### src/rtl/dd_pkg.sv
package dd_pkg;
    localparam int DD_CODE_W = 8;
    localparam int DD_FRAC_W = 8;
endpackage

### src/rtl/dd_host_regs.sv
module dd_host_regs #(
    parameter int CODE_W = dd_pkg::DD_CODE_W,
    parameter int FRAC_W = dd_pkg::DD_FRAC_W
) (
    input  logic              clk,
    input  logic              rst,
    input  logic              wr_en,
    input  logic [CODE_W-1:0] wr_base,
    input  logic [FRAC_W-1:0] wr_frac,
    output logic [CODE_W-1:0] base_q,
    output logic [FRAC_W-1:0] frac_q
);
    typedef struct packed {
        logic [CODE_W-1:0] base;
        logic [FRAC_W-1:0] frac;
    } shadow_t;

    shadow_t sh_d, sh_q;

    always_comb begin
        sh_d = sh_q;
        if (wr_en) begin
            sh_d.base = wr_base;
            sh_d.frac = wr_frac;
        end
    end

    always_ff @(posedge clk) begin
        if (rst) sh_q <= '0;
        else     sh_q <= sh_d;
    end

    assign base_q = sh_q.base;
    assign frac_q = sh_q.frac;
endmodule

### src/rtl/dd_phase_acc.sv
module dd_phase_acc #(
    parameter int FRAC_W = dd_pkg::DD_FRAC_W
) (
    input  logic              clk,
    input  logic              rst,
    input  logic              upd_tick,
    input  logic [FRAC_W-1:0] frac,
    output logic              carry,
    output logic [FRAC_W-1:0] phase
);
    localparam int SUM_W = FRAC_W + 1;

    typedef struct packed {
        logic [FRAC_W-1:0] acc;
    } acc_state_t;

    acc_state_t st_d, st_q;
    logic [SUM_W-1:0] sum;

    always_comb begin
        sum   = {1'b0, st_q.acc} + {1'b0, frac};
        st_d  = st_q;
        carry = 1'b0;
        if (upd_tick) begin
            st_d.acc = sum[FRAC_W-1:0];
            carry    = sum[FRAC_W];
        end
    end

    always_ff @(posedge clk) begin
        if (rst) st_q <= '0;
        else     st_q <= st_d;
    end

    assign phase = st_q.acc;
endmodule

### src/rtl/dd_code_sat.sv
module dd_code_sat #(
    parameter int CODE_W = dd_pkg::DD_CODE_W
) (
    input  logic              clk,
    input  logic              rst,
    input  logic              upd_tick,
    input  logic [CODE_W-1:0] base,
    input  logic              carry,
    output logic [CODE_W-1:0] code
);
    localparam logic [CODE_W-1:0] CODE_MAX = '1;

    typedef struct packed {
        logic [CODE_W-1:0] code;
    } out_state_t;

    out_state_t st_d, st_q;
    logic       at_top;

    always_comb begin
        at_top = (base == CODE_MAX);
        st_d   = st_q;
        if (upd_tick) begin
            if (carry && !at_top) st_d.code = base + CODE_W'(1);
            else                  st_d.code = base;
        end
    end

    always_ff @(posedge clk) begin
        if (rst) st_q <= '0;
        else     st_q <= st_d;
    end

    assign code = st_q.code;
endmodule

### src/rtl/dither_dac_engine.sv
module dither_dac_engine #(
    parameter int CODE_W = dd_pkg::DD_CODE_W,
    parameter int FRAC_W = dd_pkg::DD_FRAC_W
) (
    input  logic              clk,
    input  logic              rst,
    input  logic              wr_en,
    input  logic [CODE_W-1:0] wr_base,
    input  logic [FRAC_W-1:0] wr_frac,
    input  logic              upd_tick,
    output logic [CODE_W-1:0] dac_code
);
    logic [CODE_W-1:0] base_q;
    logic [FRAC_W-1:0] frac_q;
    logic [FRAC_W-1:0] acc_phase;
    logic              acc_carry;

    dd_host_regs #(.CODE_W(CODE_W), .FRAC_W(FRAC_W)) u_regs (
        .clk(clk), .rst(rst), .wr_en(wr_en),
        .wr_base(wr_base), .wr_frac(wr_frac),
        .base_q(base_q), .frac_q(frac_q)
    );

    dd_phase_acc #(.FRAC_W(FRAC_W)) u_acc (
        .clk(clk), .rst(rst), .upd_tick(upd_tick),
        .frac(frac_q), .carry(acc_carry), .phase(acc_phase)
    );

    dd_code_sat #(.CODE_W(CODE_W)) u_out (
        .clk(clk), .rst(rst), .upd_tick(upd_tick),
        .base(base_q), .carry(acc_carry), .code(dac_code)
    );
endmodule

### config.mk
export PLATFORM = sky130hd
export DESIGN_NAME = dither_dac_engine
export DESIGN_NICKNAME = d
export VERILOG_FILES = /design/src/rtl/dd_pkg.sv /design/src/rtl/dd_host_regs.sv /design/src/rtl/dd_phase_acc.sv /design/src/rtl/dd_code_sat.sv /design/src/rtl/dither_dac_engine.sv
export SDC_FILE = /design/constraint.sdc
export NUM_CORES = 1
export LEC_CHECK = 0
export BUFFER_PORTS_ARGS = -buffer_cell sky130_fd_sc_hd__buf_2
export CORE_MARGIN = 5
export CORE_UTILIZATION = 55
export DETAILED_ROUTE_END_ITERATION = 8
export GPL_ROUTABILITY_DRIVEN = 0
export PLACE_DENSITY = 0.78
export SLEW_MARGIN = 40
export SYNTH_ARGS = -nofsm -noshare
export SYNTH_HDL_FRONTEND = slang
export SYNTH_SLANG_ARGS = --single-unit
### constraint.sdc
create_clock -name clk -period 2.7 [get_ports clk]
set_clock_uncertainty 0.2 [all_clocks]
set_input_delay 0.27 -clock clk [delete_from_list [all_inputs] [get_ports clk]]
set_output_delay 0.27 -clock clk [all_outputs]
set_load 0.005 [all_outputs]
==> results of run 1 <==
==> tightest hold or removal path, stage by stage <==
cell and delay, ns:
buf_2 0.08, mux2i_1 0.06, nor2_1 0.09
==> cells by family after synthesis <==
logic type / count (synthesis) / share of synthesized area
AND/OR/NAND/NOR: 71 / 0.206
buffers and inverters: 10 / 0.0480
multiplexers: 22 / 0.126
adder cells (fa/ha/maj): 10 / 0.0759
XOR/XNOR: 3 / 0.0150
AO/OA/AOI/OAI: 36 / 0.162
flip-flops: 32 / 0.367
==> worst max path at each step <==
stage	startpoint	endpoint	slack, ns	depth (start not counted)
after global placement	u_regs.frac_q[0]	u_out.code[4]	0.28	7
after detailed placement	u_regs.frac_q[0]	u_out.code[4]	0.17	7
after floorplan	u_regs.frac_q[0]	u_out.code[4]	0.35	7
after CTS	u_regs.frac_q[0]	u_out.code[4]	0.14	7
after global routing	u_regs.frac_q[0]	u_out.code[4]	0.02	7
final	u_regs.frac_q[0]	u_out.code[4]	0.16	7
==> metal layers <==
| metal | vias up | track usage |
|---|---|---|
| li1 | 753 | - |
| met1 | 710 | 0.227 |
| met2 | 37 | 0.348 |
| met3 | 9 | 0.0544 |
| met4 | 0 | 0.0838 |
| met5 | - | 0 |
==> state kept, by name (all words and copies together) (netlist names) <==
register	cells
u_out.code	8
u_regs.frac_q	8
u_acc.phase	8
u_regs.base_q	8
==> cells in the mapped netlist (2+ instances only) <==
master and instances:
nor2_1 33, dfxtp_1 32, mux2i_1 22, ha_1 9, nand2_1 9, o21ai_0 6
a211oi_1 5, nand3_1 5, a21oi_1 3, a311oi_1 3, clkbuf_1 3, clkbuf_8 3
nand2b_1 3, nand4_1 3, a21o_1 2, buf_6 2, nor3b_1 2, or2_2 2
or3_1 2, or4_1 2, xnor2_1 2
==> area by class of cell <==
class | instances | area, sq um
multi-input cells | 142 | 1020
fillers | 264 | 997
well taps | 44 | 55.1
flip-flops and latches | 32 | 641
repair buffers | 41 | 275
clock buffers | 8 | 58.8
inverters | 1 | 3.75
==> what timing repair did <==
action | CTS | global route
buffers inserted | 0 | 0
hold buffers | 14 | 0
endpoints found under the hold margin | 14 | 0
==> power by group <==
group	switching [uW]	internal, uW
sequential	24.4	501
clock	153	128
combinational	81.7	80.1
total	259	710
==> stage by stage <==
stage	power (uW)	util	hold slack (ns)
2_1_floorplan	642	-	0.217
3_3_place_gp	671	0.608	0.273
3_5_place_dp	681	0.608	0.275
4_1_cts	976	0.673	0.0118
5_1_grt	1030	0.673	0.0283
6_report	969	0.673	0.0161
==> impl_metrics.sql, run 1 <==
INSERT INTO impl_metrics (metric_group, metric, value, unit) VALUES
('synthesis', 'synth_seq_cells', '32', ''),
('critical_path', 'reg2reg_from', 'u_regs.frac_q[0]', ''),
('floorplanning', 'pin_count', '28', ''),
('critical_path', 'worst_r2r_path_depth', '7', ''),
('global_routing', 'wire_length_of_the_first_global_routing_pass', '6810', 'um'),
('routing', 'drt-vias-per-instance', '5.63', ''),
('cts', 'cts-htree-levels', '2', ''),
('global_routing', 'grt_antenna_before_repair', '0', ''),
('cells_and_area', 'antenna_cells_inserted', '0', ''),
('synthesis', 'synthesis.yosys.warnings', '0', ''),
('synthesis', 'synth.yosys.seq_area_share', '0.367', ''),
('routing', 'wl_met1', '1590', 'um'),
('synthesis', 'post_synth.cell_area_avg', '9.49', 'sq um'),
('synthesis', 'yosys-top-cells-area', 'dfxtp_1 (37%), mux2i_1 (13%), nor2_1 (7.1%), ha_1 (6.4%), clkbuf_8 (2.4%)', ''),
('cells_and_area', 'drive_gt1_frac', '0.201', ''),
('cells_and_area', 'leading_cell_type_in_the_layout_fill_and_taps_excluded', 'nor2_1', ''),
('sta', 'max_clock_freq', '0.393', 'GHz'),
('floorplanning', 'floorplan.rows', '20', ''),
('power', 'cellPowerDensity', '471', 'nW/um^2'),
('worst_hold_path', 'hold_depth', '3', ''),
('routing', 'dr.first_iter.drc_count', '87', ''),
('sta', 'slew_headroom', '0.569', ''),
('routing', 'drt-total-wl', '3800', 'um'),
('synthesis', 'synth_top_cell_by_area', 'dfxtp_1', ''),
('critical_path', 'cp.buffers_inverters', '0', ''),
('critical_path', 'worst-endpoint-required', '2.72', 'ns'),
('routing', 'route.detailed.wl_per_inst', '14.2', 'um'),
('worst_hold_path', 'min-delay-start', 'wr_frac[7]', ''),
('sta', 'timing.final.setup_violations', '0', ''),
('worst_hold_path', 'timing.hold.worst_endpoint', 'u_regs.frac_q[7]', ''),
('global_routing', 'grt_max_degree', '40', ''),
('floorplanning', 'width_of_the_die', '66.4', 'um'),
('power', 'static-leakage-power', '0.000932', 'uW'),
('routing', 'met2RoutedLength', '1950', 'um'),
('synthesis', 'syn_area', '1750', 'sq um'),
('floorplanning', 'die_area', '4400', 'sq um'),
('placement', 'placement.setup.worst_slack', '0.173', 'ns'),
('synthesis', 'edff_count_synth', '0', ''),
('floorplanning', 'core', '3050', 'sq um'),
('sta', 'timing.final.hold_violations', '0', ''),
('floorplanning', 'floorplan.initialDensity', '0.572', ''),
('synthesis', 'synth.distinct_cells', '52', ''),
('critical_path', 'worst-r2r-setup-slack', '0.16', 'ns'),
('placement', 'place.port_buffers', '27', ''),
('global_routing', 'global_route_usage_sum', '0.200', ''),
('global_routing', 'first_global_vias', '1544', ''),
('cts', 'cts_made_buffers', '5', ''),
('cells_and_area', 'fin_area', '2060', 'sq um'),
('job', 'maxCapViolCount', '0', ''),
('sta', 'worstMarginPinSlew', '0.647', 'ns'),
('synthesis', 'yosys.area.top_type_share', '0.367', ''),
('cts', 'clock-sinks', '32', ''),
('routing', 'antenna_left', '0', ''),
('critical_path', 'timing.critical_path.from_type', 'register', ''),
('power', 'vdd_ir_drop_max', '0.313', 'mV'),
('cts', 'cts_tree', 'yes', ''),
('critical_path', 'critical_path.slowest_cell', 'fa_1', ''),
('status', 'outcome', 'completed', ''),
('worst_hold_path', 'holdCritPathClass', 'in2reg', ''),
('routing', 'top_signal_layer_used', 'met4', ''),
('synthesis', 'synth_async_reset_ratio', '0', ''),
('routing', 'first_pass_iters', '4', ''),
('routing', 'drcViolationCount', '0', ''),
('critical_path', 'cp_cell_sequence', 'ha_1 > fa_1 > a211oi_2 > nor3_4 > or2_2 > and2_1 > a2111oi_2', ''),
('cells_and_area', 'layout.cells.most_common_list', 'nor2_1 (33), dfxtp_1 (32), buf_2 (27), mux2i_1 (22), dlygate4sd3_1 (14)', ''),
('placement', 'place_area', '1860', 'sq um'),
('cts', 'cts_max_path_buffers', '2', ''),
('critical_path', 'endpoint_kind', 'register', ''),
('sta', 'layout_worst_path_cycle_share', '0.941', ''),
('synthesis', 'syn_inst', '184', ''),
('global_routing', 'aggregate_global_routing_overflow', '0', '');
No activity file was read; power rests on OpenSTA's default activity.
==> inputs of run 2 (changes only) <==
--- a/config.mk
+++ b/config.mk
@@ -7,10 +7,10 @@
 export LEC_CHECK = 0
 export BUFFER_PORTS_ARGS = -buffer_cell sky130_fd_sc_hd__buf_2
 export CORE_MARGIN = 5
-export CORE_UTILIZATION = 55
+export CORE_UTILIZATION = 56
 export DETAILED_ROUTE_END_ITERATION = 8
 export GPL_ROUTABILITY_DRIVEN = 0
-export PLACE_DENSITY = 0.78
+export PLACE_DENSITY = 0.79
 export SLEW_MARGIN = 40
 export SYNTH_ARGS = -nofsm -noshare
 export SYNTH_HDL_FRONTEND = slang
==> run 2 against run 1 <==
Core utilization rose by 0.47 points; worst hold slack got worse by 0.0077 ns; non-clock buffer count rose by 1; design area fell by 0.12%; sequential power barely moved; via count rose by 0.40%; critical path type unchanged; largest power group unchanged.
==> impl_metrics.sql, run 2 (synthesized netlist as in run 1, its figures left out) <==
INSERT INTO impl_metrics (metric_group, metric, value, unit) VALUES
('status', 'outcome', 'completed', ''),
('worst_hold_path', 'timing.hold.worst_endpoint', 'u_regs.base_q[6]', ''),
('cts', 'cts_tree', 'yes', ''),
('sta', 'period_needed', '2.50', 'ns'),
('global_routing', 'first_global_vias', '1558', ''),
('placement', 'place_area', '1860', 'sq um'),
('global_routing', 'global_route_usage_sum', '0.195', ''),
('critical_path', 'crit_path_max_incr_delay', '0.44', 'ns'),
('power', 'cellPowerDensity', '459', 'nW/um^2'),
('critical_path', 'timing_worst_setup_path_type', 'reg2reg', ''),
('critical_path', 'r2r-end', 'u_out.code[4]', ''),
('global_routing', 'aggregate_global_routing_overflow', '0', ''),
('cts', 'cts-htree-levels', '2', ''),
('cts', 'clock_insertion_delay_worst_skew', '0.34', 'ns'),
('critical_path', 'arrival', '2.54', 'ns'),
('floorplanning', 'die_area', '4340', 'sq um'),
('global_routing', 'grt_util_met2', '0.333', ''),
('sta', 'max_clock_freq', '0.400', 'GHz'),
('sta', 'timing.final.hold_violations', '0', ''),
('routing', 'drcViolationCount', '0', ''),
('job', 'maxCapViolCount', '0', ''),
('routing', 'drt-vias-per-instance', '5.65', ''),
('cts', 'clock-sinks', '32', ''),
('cells_and_area', 'antenna_cells_inserted', '0', ''),
('critical_path', 'endpoint_kind', 'register', ''),
('cells_and_area', 'finish.net_count', '254', ''),
('sta', 'timing.final.setup_violations', '0', ''),
('cells_and_area', 'ff_latch_area', '641', 'sq um'),
('worst_hold_path', 'hold_depth', '3', ''),
('global_routing', 'met3_resource_use_gr', '0.0527', ''),
('placement', 'place.port_buffers', '27', ''),
('cells_and_area', 'area.growth.synth_to_final', '17.6', '%'),
('global_routing', 'wire_length_of_the_first_global_routing_pass', '6620', 'um'),
('floorplanning', 'core', '3030', 'sq um'),
('worst_hold_path', 'holdCritPathClass', 'in2reg', ''),
('cts', 'cts_made_buffers', '5', ''),
('sta', 'setup_repair_after_global_routing_missed_its_margin', 'false', ''),
('cells_and_area', 'leading_cell_type_in_the_layout_fill_and_taps_excluded', 'nor2_1', ''),
('critical_path', 'worst-r2r-setup-slack', '0.20', 'ns'),
('critical_path', 'worst-endpoint-required', '2.74', 'ns'),
('global_routing', 'global_routing_met1_resource_utilization', '0.233', ''),
('sta', 'slew_headroom', '0.533', ''),
('routing', 'vias', '1515', ''),
('power', 'static-leakage-power', '0.000932', 'uW'),
('placement', 'dp.final_hpwl', '2530', 'um'),
('cells_and_area', 'drive_gt1_frac', '0.201', ''),
('floorplanning', 'floorplan.initialDensity', '0.577', ''),
('floorplanning', 'width_of_the_die', '65.9', 'um'),
('floorplanning', 'floorplan.rows', '20', ''),
('cts', 'cts_root_buffer', 'clkbuf_4', ''),
('global_routing', 'grt_antenna_before_repair', '0', ''),
('routing', 'antenna_left', '0', ''),
('critical_path', 'reg2reg_from', 'u_regs.frac_q[0]', ''),
('floorplanning', 'pin_count', '28', ''),
('cts', 'cts.repair.resized', '0', ''),
('cts', 'cts_max_path_buffers', '2', ''),
('cells_and_area', 'fin_area', '2050', 'sq um'),
('routing', 'drt-total-wl', '3790', 'um'),
('sta', 'final.setup.tns', '0', 'ns'),
('routing', 'first_pass_iters', '4', ''),
('cts', 'clkTransAtPathRegs', '0.10', 'ns'),
('routing', 'route.detailed.wl_per_inst', '14.1', 'um'),
('sta', 'worstMarginPinSlew', '0.701', 'ns'),
('critical_path', 'cp_cell_sequence', 'ha_1 > fa_1 > a211oi_2 > nor3_4 > or2_2 > and2_1 > a2111oi_2', ''),
('floorplanning', 'die_h', '65.9', 'um'),
('power', 'vdd_ir_drop_max', '0.330', 'mV'),
('sta', 'layout_worst_path_cycle_share', '0.925', ''),
('critical_path', 'critical_path.max_fanout', '5', ''),
('cells_and_area', 'layout.cells.most_common_list', 'nor2_1 (33), dfxtp_1 (32), buf_2 (27), mux2i_1 (22), dlygate4sd3_1 (15)', ''),
('global_routing', 'grt_max_degree', '40', ''),
('cells_and_area', 'fill_cells', '238', ''),
('critical_path', 'timing.critical_path.from_type', 'register', ''),
('cells_and_area', 'multi_input_area', '1020', 'sq um'),
('sta', 'finalMaxSlewViolations', '0', ''),
('global_routing', 'busiest_layer', 'met2', ''),
('worst_hold_path', 'min-delay-start', 'wr_base[6]', ''),
('critical_path', 'worst_r2r_path_depth', '7', ''),
('critical_path', 'critical_path.slowest_cell', 'fa_1', ''),
('routing', 'dr.first_iter.drc_count', '62', '');
## run 2: critical path: cells and delay by family, from the launching register on
kind | cells | cell delay (ns)
AND/OR/NAND/NOR | 3 | 0.61
adder cells (fa/ha/maj) | 2 | 0.66
AO/OA/AOI/OAI | 2 | 0.60
flip-flops | 1 | 0.33
## run 2: worst max path at each step
stage / start / end / slack (ns) / cells after the start
finish: u_regs.frac_q[0] / u_out.code[4] / 0.20 / 7
global route: u_regs.frac_q[0] / u_out.code[4] / 0.1 / 7
CTS: u_regs.frac_q[0] / u_out.code[4] / 0.21 / 7
detailed placement: u_regs.frac_q[0] / u_out.code[4] / 0.23 / 7
global placement: u_regs.frac_q[0] / u_out.code[4] / 0.29 / 7
floorplan: u_regs.frac_q[0] / u_out.code[4] / 0.35 / 7
## run 2: area by class of cell
class	count	area share
Sequential cell	32	0.312
Multi-Input combinational cell	142	0.498
Timing Repair Buffer	42	0.139
Clock buffer	6	0.0201
Clock inverter	1	0.00244
Inverter	1	0.00183
Tap cell	44	0.0268
## run 2: routing by layer
layer | vias up | share of wire
li1 | 750 | -
met1 | 717 | 0.45
met2 | 42 | 0.49
met3 | 6 | 0.048
met4 | 0 | 0.011
met5 | - | 0
## run 2: per-stage QoR
stage / hold WS [ns] / power, uW / util / instances / worst slack (ns)
3_5_place_dp: 0.275 / 680 / 0.613 / 246 / 0.230
5_1_grt: 0.0532 / 998 / 0.678 / 268 / 0.0984
3_3_place_gp: 0.270 / 672 / 0.613 / 246 / 0.285
4_1_cts: 0.00925 / 939 / 0.678 / 268 / 0.209
2_1_floorplan: 0.217 / 642 / - / 184 / 0.349
6_report: 0.00842 / 942 / 0.678 / 268 / 0.201
## run 2: report_power, final
group	switching (uW)	internal, uW	total, uW
Combinational	81.8	81.0	163
Sequential	24.9	501	526
Clock	157	95.7	253
Total	264	678	942
## run 2: repair_timing
action	4_1_cts	5_1_grt
endpoints found under the hold margin	15	0
endpoints found under the setup margin	0	0
hold buffers	15	0
setup buffers	0	0
==> inputs of run 3 (changes only) <==
--- a/config.mk
+++ b/config.mk
@@ -10,7 +10,7 @@
 export CORE_UTILIZATION = 56
 export DETAILED_ROUTE_END_ITERATION = 8
 export GPL_ROUTABILITY_DRIVEN = 0
-export PLACE_DENSITY = 0.79
+export PLACE_DENSITY = 0.82
 export SLEW_MARGIN = 40
 export SYNTH_ARGS = -nofsm -noshare
 export SYNTH_HDL_FRONTEND = slang
==> run 3 against run 2 <==
Critical path depth did not move; cell count down 0.75%; core utilization shrank 0.66 points; critical endpoint unchanged; clock-buffer cell count stayed put; sequential share of layout area increased by 0.31 points; highest routed layer unchanged.
==> impl_metrics.sql, run 3 (synthesized netlist as in run 1, its figures left out) <==
INSERT INTO impl_metrics (metric_group, metric, value, unit) VALUES
('routing', 'first_pass_iters', '4', ''),
('floorplanning', 'width_of_the_die', '65.9', 'um'),
('cells_and_area', 'layout.core_utilization', '0.671', ''),
('global_routing', 'grt_max_degree', '40', ''),
('cts', 'cts-htree-levels', '2', ''),
('critical_path', 'worst-endpoint-required', '2.74', 'ns'),
('cells_and_area', 'area.growth.synth_to_final', '16.4', '%'),
('power', 'comb_power_share', '0.168', ''),
('cells_and_area', 'antenna_cells_inserted', '0', ''),
('worst_hold_path', 'holdCritPathClass', 'in2reg', ''),
('global_routing', 'grt_antenna_before_repair', '0', ''),
('floorplanning', 'floorplan.initialDensity', '0.577', ''),
('placement', 'dp.final_hpwl', '2450', 'um'),
('routing', 'antenna_left', '0', ''),
('cts', 'cts_made_buffers', '5', ''),
('routing', 'dr.first_iter.drc_count', '55', ''),
('power', 'p_int', '676', 'uW'),
('routing', 'drt-vias-per-instance', '5.62', ''),
('sta', 'timing.final.hold_violations', '0', ''),
('sta', 'worstMarginPinSlew', '0.675', 'ns'),
('power', 'static-leakage-power', '0.000924', 'uW'),
('critical_path', 'endpoint_kind', 'register', ''),
('global_routing', 'first_global_vias', '1383', ''),
('routing', 'route.detailed.wl_per_inst', '13.7', 'um'),
('sta', 'post-route-worst-setup-slack', '0.219', 'ns'),
('power', 'power_switching_share', '0.280', ''),
('cts', 'cts_tree', 'yes', ''),
('cts', 'clock-sinks', '32', ''),
('cts', 'cts_root_buffer', 'clkbuf_4', ''),
('critical_path', 'cp_cell_sequence', 'ha_1 > fa_1 > a211oi_2 > nor3_4 > or2_2 > and2_1 > a2111oi_2', ''),
('routing', 'drcViolationCount', '0', ''),
('critical_path', 'critical_path.slowest_cell', 'fa_1', ''),
('floorplanning', 'pin_count', '28', ''),
('floorplanning', 'die_h', '65.9', 'um'),
('status', 'outcome', 'completed', ''),
('floorplanning', 'die_area', '4340', 'sq um'),
('power', 'vdd_ir_drop_max', '0.296', 'mV'),
('global_routing', 'wire_length_of_the_first_global_routing_pass', '6250', 'um'),
('sta', 'worst_slack_on_hold_paths', '0.0160', 'ns'),
('cts', 'clkTransAtPathRegs', '0.10', 'ns'),
('job', 'maxCapViolCount', '0', ''),
('sta', 'max_clock_freq', '0.403', 'GHz'),
('sta', 'timing.final.setup_violations', '0', ''),
('cells_and_area', 'finish.net_count', '252', ''),
('global_routing', 'global_route_usage_sum', '0.186', ''),
('routing', 'drt-total-wl', '3650', 'um'),
('sta', 'setup_repair_after_global_routing_missed_its_margin', 'false', ''),
('cells_and_area', 'drive_gt1_frac', '0.203', ''),
('power', 'power_frac_seq', '0.560', ''),
('sta', 'final.setup.tns', '0', 'ns'),
('placement', 'placement.setup.worst_slack', '0.241', 'ns'),
('critical_path', 'timing.critical_path.from_type', 'register', ''),
('floorplanning', 'core', '3030', 'sq um'),
('cells_and_area', 'leading_cell_type_in_the_layout_fill_and_taps_excluded', 'nor2_1', ''),
('sta', 'period_needed', '2.48', 'ns'),
('routing', 'vias', '1495', ''),
('power', 'cellPowerDensity', '462', 'nW/um^2'),
('cts', 'cts_max_path_buffers', '2', ''),
('critical_path', 'crit_path_max_incr_delay', '0.44', 'ns'),
('critical_path', 'arrival', '2.52', 'ns'),
('sta', 'finalMaxSlewViolations', '0', ''),
('critical_path', 'critical_path.max_fanout', '5', ''),
('sta', 'slew_headroom', '0.550', ''),
('power', 'net-switching-power', '263', 'uW'),
('cts', 'clock_insertion_delay_worst_skew', '0.33', 'ns'),
('floorplanning', 'floorplan.rows', '20', ''),
('placement', 'place.port_buffers', '27', ''),
('power', 'p_clk_frac', '0.271', ''),
('cells_and_area', 'layout.cells.most_common_list', 'nor2_1 (33), dfxtp_1 (32), buf_2 (27), mux2i_1 (22), dlygate4sd3_1 (13)', ''),
('sta', 'layout_worst_path_cycle_share', '0.919', ''),
('critical_path', 'timing_worst_setup_path_type', 'reg2reg', ''),
('global_routing', 'aggregate_global_routing_overflow', '0', ''),
('cts', 'cts.repair.resized', '0', '');
==> run 3: cell count changes in the layout (fill, tap and decap cells not counted), sizes merged <==
cell and change:
dlygate4sd3 -2
==> run 3: cell type report <==
type / instances / area (sq um)
clock buffers: 6 / 41.3
clock inverters: 1 / 5.00
fillers: 276 / 995
inverters: 1 / 3.75
multi-input cells: 142 / 1020
flip-flops and latches: 32 / 641
well taps: 44 / 55.1
repair buffers: 40 / 265
==> run 3: worst max-delay path, delay by kind of cell, from the launching register on <==
kind | cells | cell delay (ns)
simple gates | 3 | 0.61
flops | 1 | 0.33
compound gates | 2 | 0.60
fa+ha+maj | 2 | 0.66
==> run 3: worst paths after layout <==
check,startpoint,to,slack (ns),cells after the start
worst max-delay path,u_regs.frac_q[0],u_out.code[4],0.22,7
worst min-delay path,wr_frac[5],u_regs.frac_q[5],0.02,3
worst max register to register,u_regs.frac_q[0],u_out.code[4],0.22,7
worst min register to register,u_out.code[6],u_out.code[6],0.29,2
==> run 3: power by group through the flow <==
stage / clock network, uW / registers, uW / logic, uW
4_1_cts: 255 / 525 / 158
6_report: 255 / 526 / 158
2_1_floorplan: 0 / 530 / 112
3_3_place_gp: 0 / 535 / 140
3_5_place_dp: 0 / 536 / 143
5_1_grt: 276 / 530 / 180
==> run 3: metal layers <==
metal / part of all wire / vias to the layer above / GRT usage
met2: 0.46 / 33 / 0.290
met4: 0.014 / 0 / 0.0751
met5: 0 / - / 0
li1: - / 754 / -
met1: 0.48 / 701 / 0.249
met3: 0.046 / 7 / 0.0391
==> run 3: through the flow <==
| step | area [sq um] | cells | total power (uW) |
|---|---|---|---|
| 6_report | 2030 | 266 | 939 |
| 5_1_grt | 2030 | 266 | 987 |
| 4_1_cts | 2030 | 266 | 938 |
| 3_5_place_dp | 1860 | 246 | 679 |
| 3_3_place_gp | 1860 | 246 | 675 |
| 2_1_floorplan | 1750 | 184 | 642 |
==> run 3: repair_timing <==
action	in CTS	in global routing
setup buffers	0	0
hold buffers	13	0
endpoints found under the hold margin	13	0
